--- src/rtl/xbus_pkg.sv ---
package xbus_pkg;

  typedef enum logic [2:0] {
    PH_IDLE = 3'd0,
    PH_T1   = 3'd1,
    PH_T2   = 3'd2,
    PH_TX1  = 3'd3,
    PH_TX2  = 3'd4,
    PH_TW   = 3'd5,
    PH_T3   = 3'd6
  } phase_e;

  // Phase after the data setup point: stretch while wait is low and budget remains.
  function automatic phase_e stall_or_finish(input logic wait_low, input logic budget_left);
    return (wait_low && budget_left) ? PH_TW : PH_T3;
  endfunction

  // A timeout happens when the access closes while wait is still asserted.
  function automatic logic timeout_hit(input logic wait_low, input logic budget_left);
    return wait_low && !budget_left;
  endfunction

  function automatic logic in_access(input phase_e ph);
    return ph != PH_IDLE;
  endfunction

  // Reads open the data strobe in T2; writes one phase later.
  function automatic logic ds_low(input phase_e ph, input logic is_read);
    case (ph)
      PH_T2:                        return is_read;
      PH_TX1, PH_TX2, PH_TW, PH_T3: return 1'b1;
      default:                      return 1'b0;
    endcase
  endfunction

  // Address in T1 for all accesses, data from T2 onward only for writes.
  function automatic logic drives_bus(input phase_e ph, input logic is_write);
    case (ph)
      PH_T1:                               return 1'b1;
      PH_T2, PH_TX1, PH_TX2, PH_TW, PH_T3: return is_write;
      default:                             return 1'b0;
    endcase
  endfunction

endpackage

--- src/rtl/xbus_wait_sync.sv ---
module xbus_wait_sync #(
  parameter int STAGES = 2
) (
  input  logic clk,
  input  logic rst_n,
  input  logic wait_n_i,
  output logic wait_low_o
);
  logic [STAGES-1:0] sr;

  always_ff @(posedge clk or negedge rst_n) begin
    if (!rst_n) sr <= '1;
    else        sr <= {sr[STAGES-2:0], wait_n_i};
  end

  assign wait_low_o = !sr[STAGES-1];
endmodule

--- src/rtl/xbus_seq.sv ---
module xbus_seq
  import xbus_pkg::*;
#(
  parameter int WAIT_W = 8
) (
  input  logic              clk,
  input  logic              rst_n,
  input  logic              req_i,
  input  logic              ext_i,
  input  logic              wait_low_i,
  input  logic [WAIT_W-1:0] max_wait_i,
  output phase_e            phase_o,
  output logic              accept_o,
  output logic              enter_t3_o,
  output logic              tmo_o,
  output logic [WAIT_W-1:0] wait_cnt_o,
  output logic [WAIT_W-1:0] wait_lim_o
);
  phase_e            phase, nxt;
  logic              ext_q, tmo_q, tmo_set, budget_left;
  logic [WAIT_W-1:0] cnt_q, lim_q;

  assign accept_o    = (phase == PH_IDLE) && req_i;
  assign budget_left = cnt_q < lim_q;

  always_comb begin
    nxt = phase;
    case (phase)
      PH_IDLE: nxt = req_i ? PH_T1 : PH_IDLE;
      PH_T1:   nxt = PH_T2;
      PH_T2:   nxt = ext_q ? PH_TX1 : stall_or_finish(wait_low_i, budget_left);
      PH_TX1:  nxt = PH_TX2;
      PH_TX2,
      PH_TW:   nxt = stall_or_finish(wait_low_i, budget_left);
      PH_T3:   nxt = PH_IDLE;
      default: nxt = PH_IDLE;
    endcase
  end

  assign enter_t3_o = (nxt == PH_T3) && (phase != PH_T3);
  assign tmo_set    = enter_t3_o && timeout_hit(wait_low_i, budget_left);

  always_ff @(posedge clk or negedge rst_n) begin
    if (!rst_n) begin
      phase <= PH_IDLE;
      ext_q <= 1'b0;
      tmo_q <= 1'b0;
      cnt_q <= '0;
      lim_q <= '0;
    end else begin
      phase <= nxt;
      if (accept_o) begin
        ext_q <= ext_i;
        lim_q <= max_wait_i;
        cnt_q <= '0;
        tmo_q <= 1'b0;
      end else begin
        if (nxt == PH_TW) cnt_q <= cnt_q + 1'b1;
        if (tmo_set)      tmo_q <= 1'b1;
      end
    end
  end

  assign phase_o    = phase;
  assign tmo_o      = tmo_q;
  assign wait_cnt_o = cnt_q;
  assign wait_lim_o = lim_q;
endmodule

--- src/rtl/xbus_datapath.sv ---
module xbus_datapath
  import xbus_pkg::*;
#(
  parameter int ADDR_W = 16,
  parameter int DATA_W = 8
) (
  input  logic              clk,
  input  logic              rst_n,
  input  phase_e            phase_i,
  input  logic              accept_i,
  input  logic              enter_t3_i,
  input  logic              we_i,
  input  logic              dm_i,
  input  logic [ADDR_W-1:0] addr_i,
  input  logic [DATA_W-1:0] wdata_i,
  input  logic [DATA_W-1:0] ad_i,
  output logic [ADDR_W-DATA_W-1:0] addr_hi_o,
  output logic [DATA_W-1:0] ad_o,
  output logic              ad_oe_o,
  output logic              as_n_o,
  output logic              ds_n_o,
  output logic              rw_o,
  output logic              dm_n_o,
  output logic [DATA_W-1:0] rdata_o
);
  logic [ADDR_W-1:0] addr_q;
  logic [DATA_W-1:0] wdata_q, rdata_q;
  logic              we_q, dm_q, active;

  always_ff @(posedge clk or negedge rst_n) begin
    if (!rst_n) begin
      addr_q  <= '0;
      wdata_q <= '0;
      rdata_q <= '0;
      we_q    <= 1'b0;
      dm_q    <= 1'b0;
    end else begin
      if (accept_i) begin
        addr_q  <= addr_i;
        wdata_q <= wdata_i;
        we_q    <= we_i;
        dm_q    <= dm_i;
      end
      if (enter_t3_i && !we_q) rdata_q <= ad_i;
    end
  end

  assign active    = in_access(phase_i);
  assign addr_hi_o = addr_q[ADDR_W-1:DATA_W];
  assign ad_o      = (phase_i == PH_T1) ? addr_q[DATA_W-1:0] : wdata_q;
  assign ad_oe_o   = drives_bus(phase_i, we_q);
  assign as_n_o    = !(phase_i == PH_T1);
  assign ds_n_o    = !ds_low(phase_i, !we_q);
  assign rw_o      = active ? !we_q : 1'b1;
  assign dm_n_o    = active ? !dm_q : 1'b1;
  assign rdata_o   = rdata_q;
endmodule

--- src/rtl/xbus_mux_ctrl.sv ---
module xbus_mux_ctrl
  import xbus_pkg::*;
#(
  parameter int ADDR_W      = 16,
  parameter int DATA_W      = 8,
  parameter int WAIT_W      = 8,
  parameter int SYNC_STAGES = 2
) (
  input  logic              clk,
  input  logic              rst_n,
  input  logic              req_i,
  input  logic              req_we_i,
  input  logic              req_dm_i,
  input  logic [ADDR_W-1:0] req_addr_i,
  input  logic [DATA_W-1:0] req_wdata_i,
  input  logic              ext_timing_i,
  input  logic [WAIT_W-1:0] max_wait_i,
  output logic              ack_o,
  output logic [DATA_W-1:0] rdata_o,
  output logic              wait_err_o,
  output logic [ADDR_W-DATA_W-1:0] addr_hi_o,
  output logic [DATA_W-1:0] ad_o,
  output logic              ad_oe_o,
  input  logic [DATA_W-1:0] ad_i,
  output logic              as_n_o,
  output logic              ds_n_o,
  output logic              rw_o,
  output logic              dm_n_o,
  input  logic              wait_n_i
);
  phase_e            phase;
  logic              wait_low, accept, enter_t3, tmo;
  logic [WAIT_W-1:0] wait_cnt, wait_lim;

  xbus_wait_sync #(.STAGES(SYNC_STAGES)) i_sync (
    .clk(clk), .rst_n(rst_n), .wait_n_i(wait_n_i), .wait_low_o(wait_low)
  );

  xbus_seq #(.WAIT_W(WAIT_W)) i_seq (
    .clk(clk), .rst_n(rst_n), .req_i(req_i), .ext_i(ext_timing_i),
    .wait_low_i(wait_low), .max_wait_i(max_wait_i), .phase_o(phase),
    .accept_o(accept), .enter_t3_o(enter_t3), .tmo_o(tmo),
    .wait_cnt_o(wait_cnt), .wait_lim_o(wait_lim)
  );

  xbus_datapath #(.ADDR_W(ADDR_W), .DATA_W(DATA_W)) i_dp (
    .clk(clk), .rst_n(rst_n), .phase_i(phase), .accept_i(accept),
    .enter_t3_i(enter_t3), .we_i(req_we_i), .dm_i(req_dm_i),
    .addr_i(req_addr_i), .wdata_i(req_wdata_i), .ad_i(ad_i),
    .addr_hi_o(addr_hi_o), .ad_o(ad_o), .ad_oe_o(ad_oe_o), .as_n_o(as_n_o),
    .ds_n_o(ds_n_o), .rw_o(rw_o), .dm_n_o(dm_n_o), .rdata_o(rdata_o)
  );

  assign ack_o      = (phase == PH_T3);
  assign wait_err_o = ack_o && tmo;
endmodule

--- config.mk ---
export PLATFORM = sky130hd
export DESIGN_NAME = xbus_mux_ctrl
export DESIGN_NICKNAME = d
export VERILOG_FILES = /design/src/rtl/xbus_pkg.sv /design/src/rtl/xbus_wait_sync.sv /design/src/rtl/xbus_seq.sv /design/src/rtl/xbus_datapath.sv /design/src/rtl/xbus_mux_ctrl.sv
export SDC_FILE = /design/constraint.sdc
export NUM_CORES = 1
export LEC_CHECK = 0
export BUFFER_PORTS_ARGS = -buffer_cell sky130_fd_sc_hd__buf_2
export CORE_MARGIN = 1.5
export CORE_UTILIZATION = 56
export CTS_CLUSTER_DIAMETER = 200
export DETAILED_ROUTE_END_ITERATION = 16
export PLACE_DENSITY = 0.95
export SYNTH_ARGS = -nofsm -noshare
export SYNTH_HDL_FRONTEND = slang
export SYNTH_SLANG_ARGS = --single-unit
--- constraint.sdc ---
create_clock -name clk -period 6.5 [get_ports clk]
set_clock_uncertainty 0.2 [all_clocks]
set_input_delay 1.3 -clock clk [delete_from_list [all_inputs] [get_ports clk]]
set_output_delay 1.3 -clock clk [all_outputs]
set_load 0.005 [all_outputs]
==> flow_summary.json <==
{
  "async_flop_share_pct": 100,
  "fin_crit_sh_pct": 52.5,
  "rr_worst_depth": 7,
  "rows": 25,
  "yosys_register_bits": 57,
  "synth_top_family_by_area": "simple AND/OR/NAND/NOR gates",
  "use_met1_pct": 32.3,
  "drv_cap": 0,
  "synthAdderAreaFrac_pct": 3.67,
  "setup_viol": 0,
  "antenna_found_initial": 0,
  "slew_headroom_pct": 38.2,
  "synthTopCellsByArea": "dfrtp_1 (51%), nand2_1 (14%), mux2_2 (6.6%), ha_1 (3.7%), buf_4 (2.2%)",
  "drtPass1Iterations": 5,
  "placedCellCount": 402,
  "grt_overflow": 0,
  "die_h_um": 72.8,
  "switchingPower_uw": 539,
  "fmax_mhz": 293,
  "hold_buffers": 0,
  "rsz0062_at_grt": "no",
  "num_io_pins": 78,
  "finalHoldViolations": 0,
  "power_density_nw_per_um2": 469,
  "layout.cells.non_filler": 417,
  "area_growth_pct": 21.7,
  "syn-num-nets": 344,
  "startpoint_type": "register",
  "vias": 2251,
  "synth-simple-area-share_pct": 21.4,
  "hpwl_mm": 4.00,
  "cts-root-buf": "clkbuf_8",
  "synth_mux_area_share_pct": 6.98,
  "clkTransAtPathRegs_ns": 0.06,
  "postSynthAreaPerCell_um2": 9.43,
  "htreeDepth": 3,
  "worst-setup-path-type": "register to output port",
  "synth_ff_type": "dfrtp_1",
  "fp.coreArea_um2": 4690,
  "synth-xor-area-share_pct": 0,
  "yosysSeqAreaShare_pct": 52.4,
  "start_util_pct": 58.1,
  "p_int_mw": 1.02,
  "cts_setup_buffers": 0,
  "leakage_nw": 1.73,
  "gr-usage-met2_pct": 39.9,
  "drt_wl_total_mm": 5.91,
  "drt_iter0_drc": 125,
  "synth.cell_area_um2": 2730,
  "dieArea_um2": 5290,
  "layout-drive-gt1-share_pct": 33.1,
  "min_period_ns": 3.41,
  "end_kind": "output port",
  "arrival_ns": 1.91,
  "crit_fanout": 8,
  "synth_common_cells": "nand2_1 (99), dfrtp_1 (55), mux2_2 (16)",
  "final_antenna_net_count": 0,
  "synth_cells": 289,
  "wl_per_cell_um": 14.2,
  "maxSlewViolCount": 0,
  "yosysTopAreaCell": "dfrtp_1",
  "tightestPinTransition_ns": 0.925,
  "ir_worst_vdd_uv": 290,
  "clkLatencyLatePin_ns": 0.34,
  "clock_path_buffers": 2,
  "grt_pass1_wl_mm": 10.0,
  "required_ns": 5.00,
  "die_x_um": 72.8,
  "whs_path_depth": 0,
  "synth_compound_area_share_pct": 9.32,
  "grt_max_degree": 58,
  "busiest_layer": "met2",
  "via_per_inst": 5.40,
  "drt_drc_violations_left": 0,
  "cts_resized": 0,
  "clock_power_share_pct": 24.4,
  "port_buffers": 77,
  "switching_share_pct": 34.6,
  "fin_ws_ns": 3.09,
  "synth.distinct_cells": 40,
  "cts_num_sinks": 57,
  "fill_cells": 326,
  "pwr-share-seq_pct": 39.0,
  "synth_edf_count": 0,
  "gp_congestion": 0.895,
  "first_global_vias": 2249,
  "antennaDiodeCount": 0,
  "hold_path_class": "register to register",
  "dpl_worst_slack_ns": 3.45,
  "cts_tree": "built",
  "ys_warn_count": 0,
  "outcome": "complete, no violations",
  "grtUsageMet3_pct": 6.49,
  "synthDominantCellAreaShare_pct": 50.5,
  "synth_most_common_cell": "nand2_1",
  "nets": 414,
  "track_usage_pct": 25.1,
  "numCtsBuffers": 9,
  "setup-tns-final_ns": 0,
  "comb_power_share_pct": 36.6
}
## logic make-up after synthesis
| family | Yosys count |
|---|---|
| mux | 17 |
| simple gates | 134 |
| buf+inv | 35 |
| compound gates | 38 |
| fa+ha+maj | 8 |
| flops | 57 |
## sequential cells by signal (all words and copies together) (netlist names)
register	cells
i_seq.wait_lim_o	8
i_dp.we_q	1
i_dp.dm_q	1
i_seq.tmo_o	1
i_sync.sr	2
i_dp.wdata_q	8
i_seq.phase_o	3
i_seq.ext_q	1
i_seq.wait_cnt_o	8
i_dp.addr_q	16
i_dp.rdata_o	8
## cell type report
cell class,instances,area (µm²),area share (%)
Tap cell,54,67.6,2.04
Inverter,13,48.8,1.47
Timing Repair Buffer,81,415,12.5
Clock inverter,2,60.1,1.81
Clock buffer,13,169,5.09
Sequential cell,57,1430,43.1
Multi-Input combinational cell,197,1130,34.0
## layout by cell type, fill, tap and decap left out, types with 2 or more instances in the layout
cell,count
clkbuf_8,12
bufinv_16,2
buf_4,4
dfstp_2,2
mux2_2,16
o31ai_1,5
and2_1,3
o21ai_0,11
nor2_1,7
nand3_1,4
ha_1,8
inv_1,13
nand4_1,2
nand2b_1,3
a211o_1,3
or4_1,4
a21oi_1,7
o211ai_1,3
dfrtp_1,55
nand2_1,99
nor3_1,3
buf_2,77
## final timing paths
path                            slack (ns)                 from             endpoint
worst min-delay path                  0.16         i_sync.sr[0]         i_sync.sr[1]
min in group asynchronous             0.88                rst_n  i_seq.wait_lim_o[7]
max in group asynchronous             4.74                rst_n      i_dp.rdata_o[3]
worst max-delay path                  3.09     i_seq.phase_o[0]              ad_o[5]
worst max register to register        3.56  i_seq.wait_cnt_o[2]      i_dp.rdata_o[3]
worst min register to register        0.16         i_sync.sr[0]         i_sync.sr[1]
## power groups by stage
stage	combinational (mW)	clock (mW)	sequential (mW)
after floorplan	0.416	0	0.577
after global placement	0.534	0	0.603
after detailed placement	0.570	0	0.607
after CTS	0.572	0.383	0.604
after global routing	0.642	0.395	0.627
final	0.570	0.380	0.607
## through the flow
stage / utilization [%] / area [µm²] / power [mW] / hold WS, ns
after detailed placement: 65.8 / 3090 / 1.18 / 0.149
after global placement: 65.8 / 3090 / 1.14 / 0.149
after floorplan: - / 2730 / 0.993 / 0.145
after global routing: 70.7 / 3320 / 1.66 / 0.166
after CTS: 70.7 / 3320 / 1.56 / 0.157
final: 70.7 / 3320 / 1.56 / 0.157
## routing by layer
layer  vias to the layer above  wire [µm]
li1                       1098          -
met1                      1050       2500
met2                        87       2890
met3                        16        378
met4                         0        133
met5                         -          0
## worst max-delay path, cell delays in order (launching register included)
cell and delay [ns]:
dfrtp_1 0.45, inv_1 0.11, nor3_1 0.28, buf_4 0.25, mux2_2 0.36, buf_2 0.13
Power figures use the tool's default switching activity.
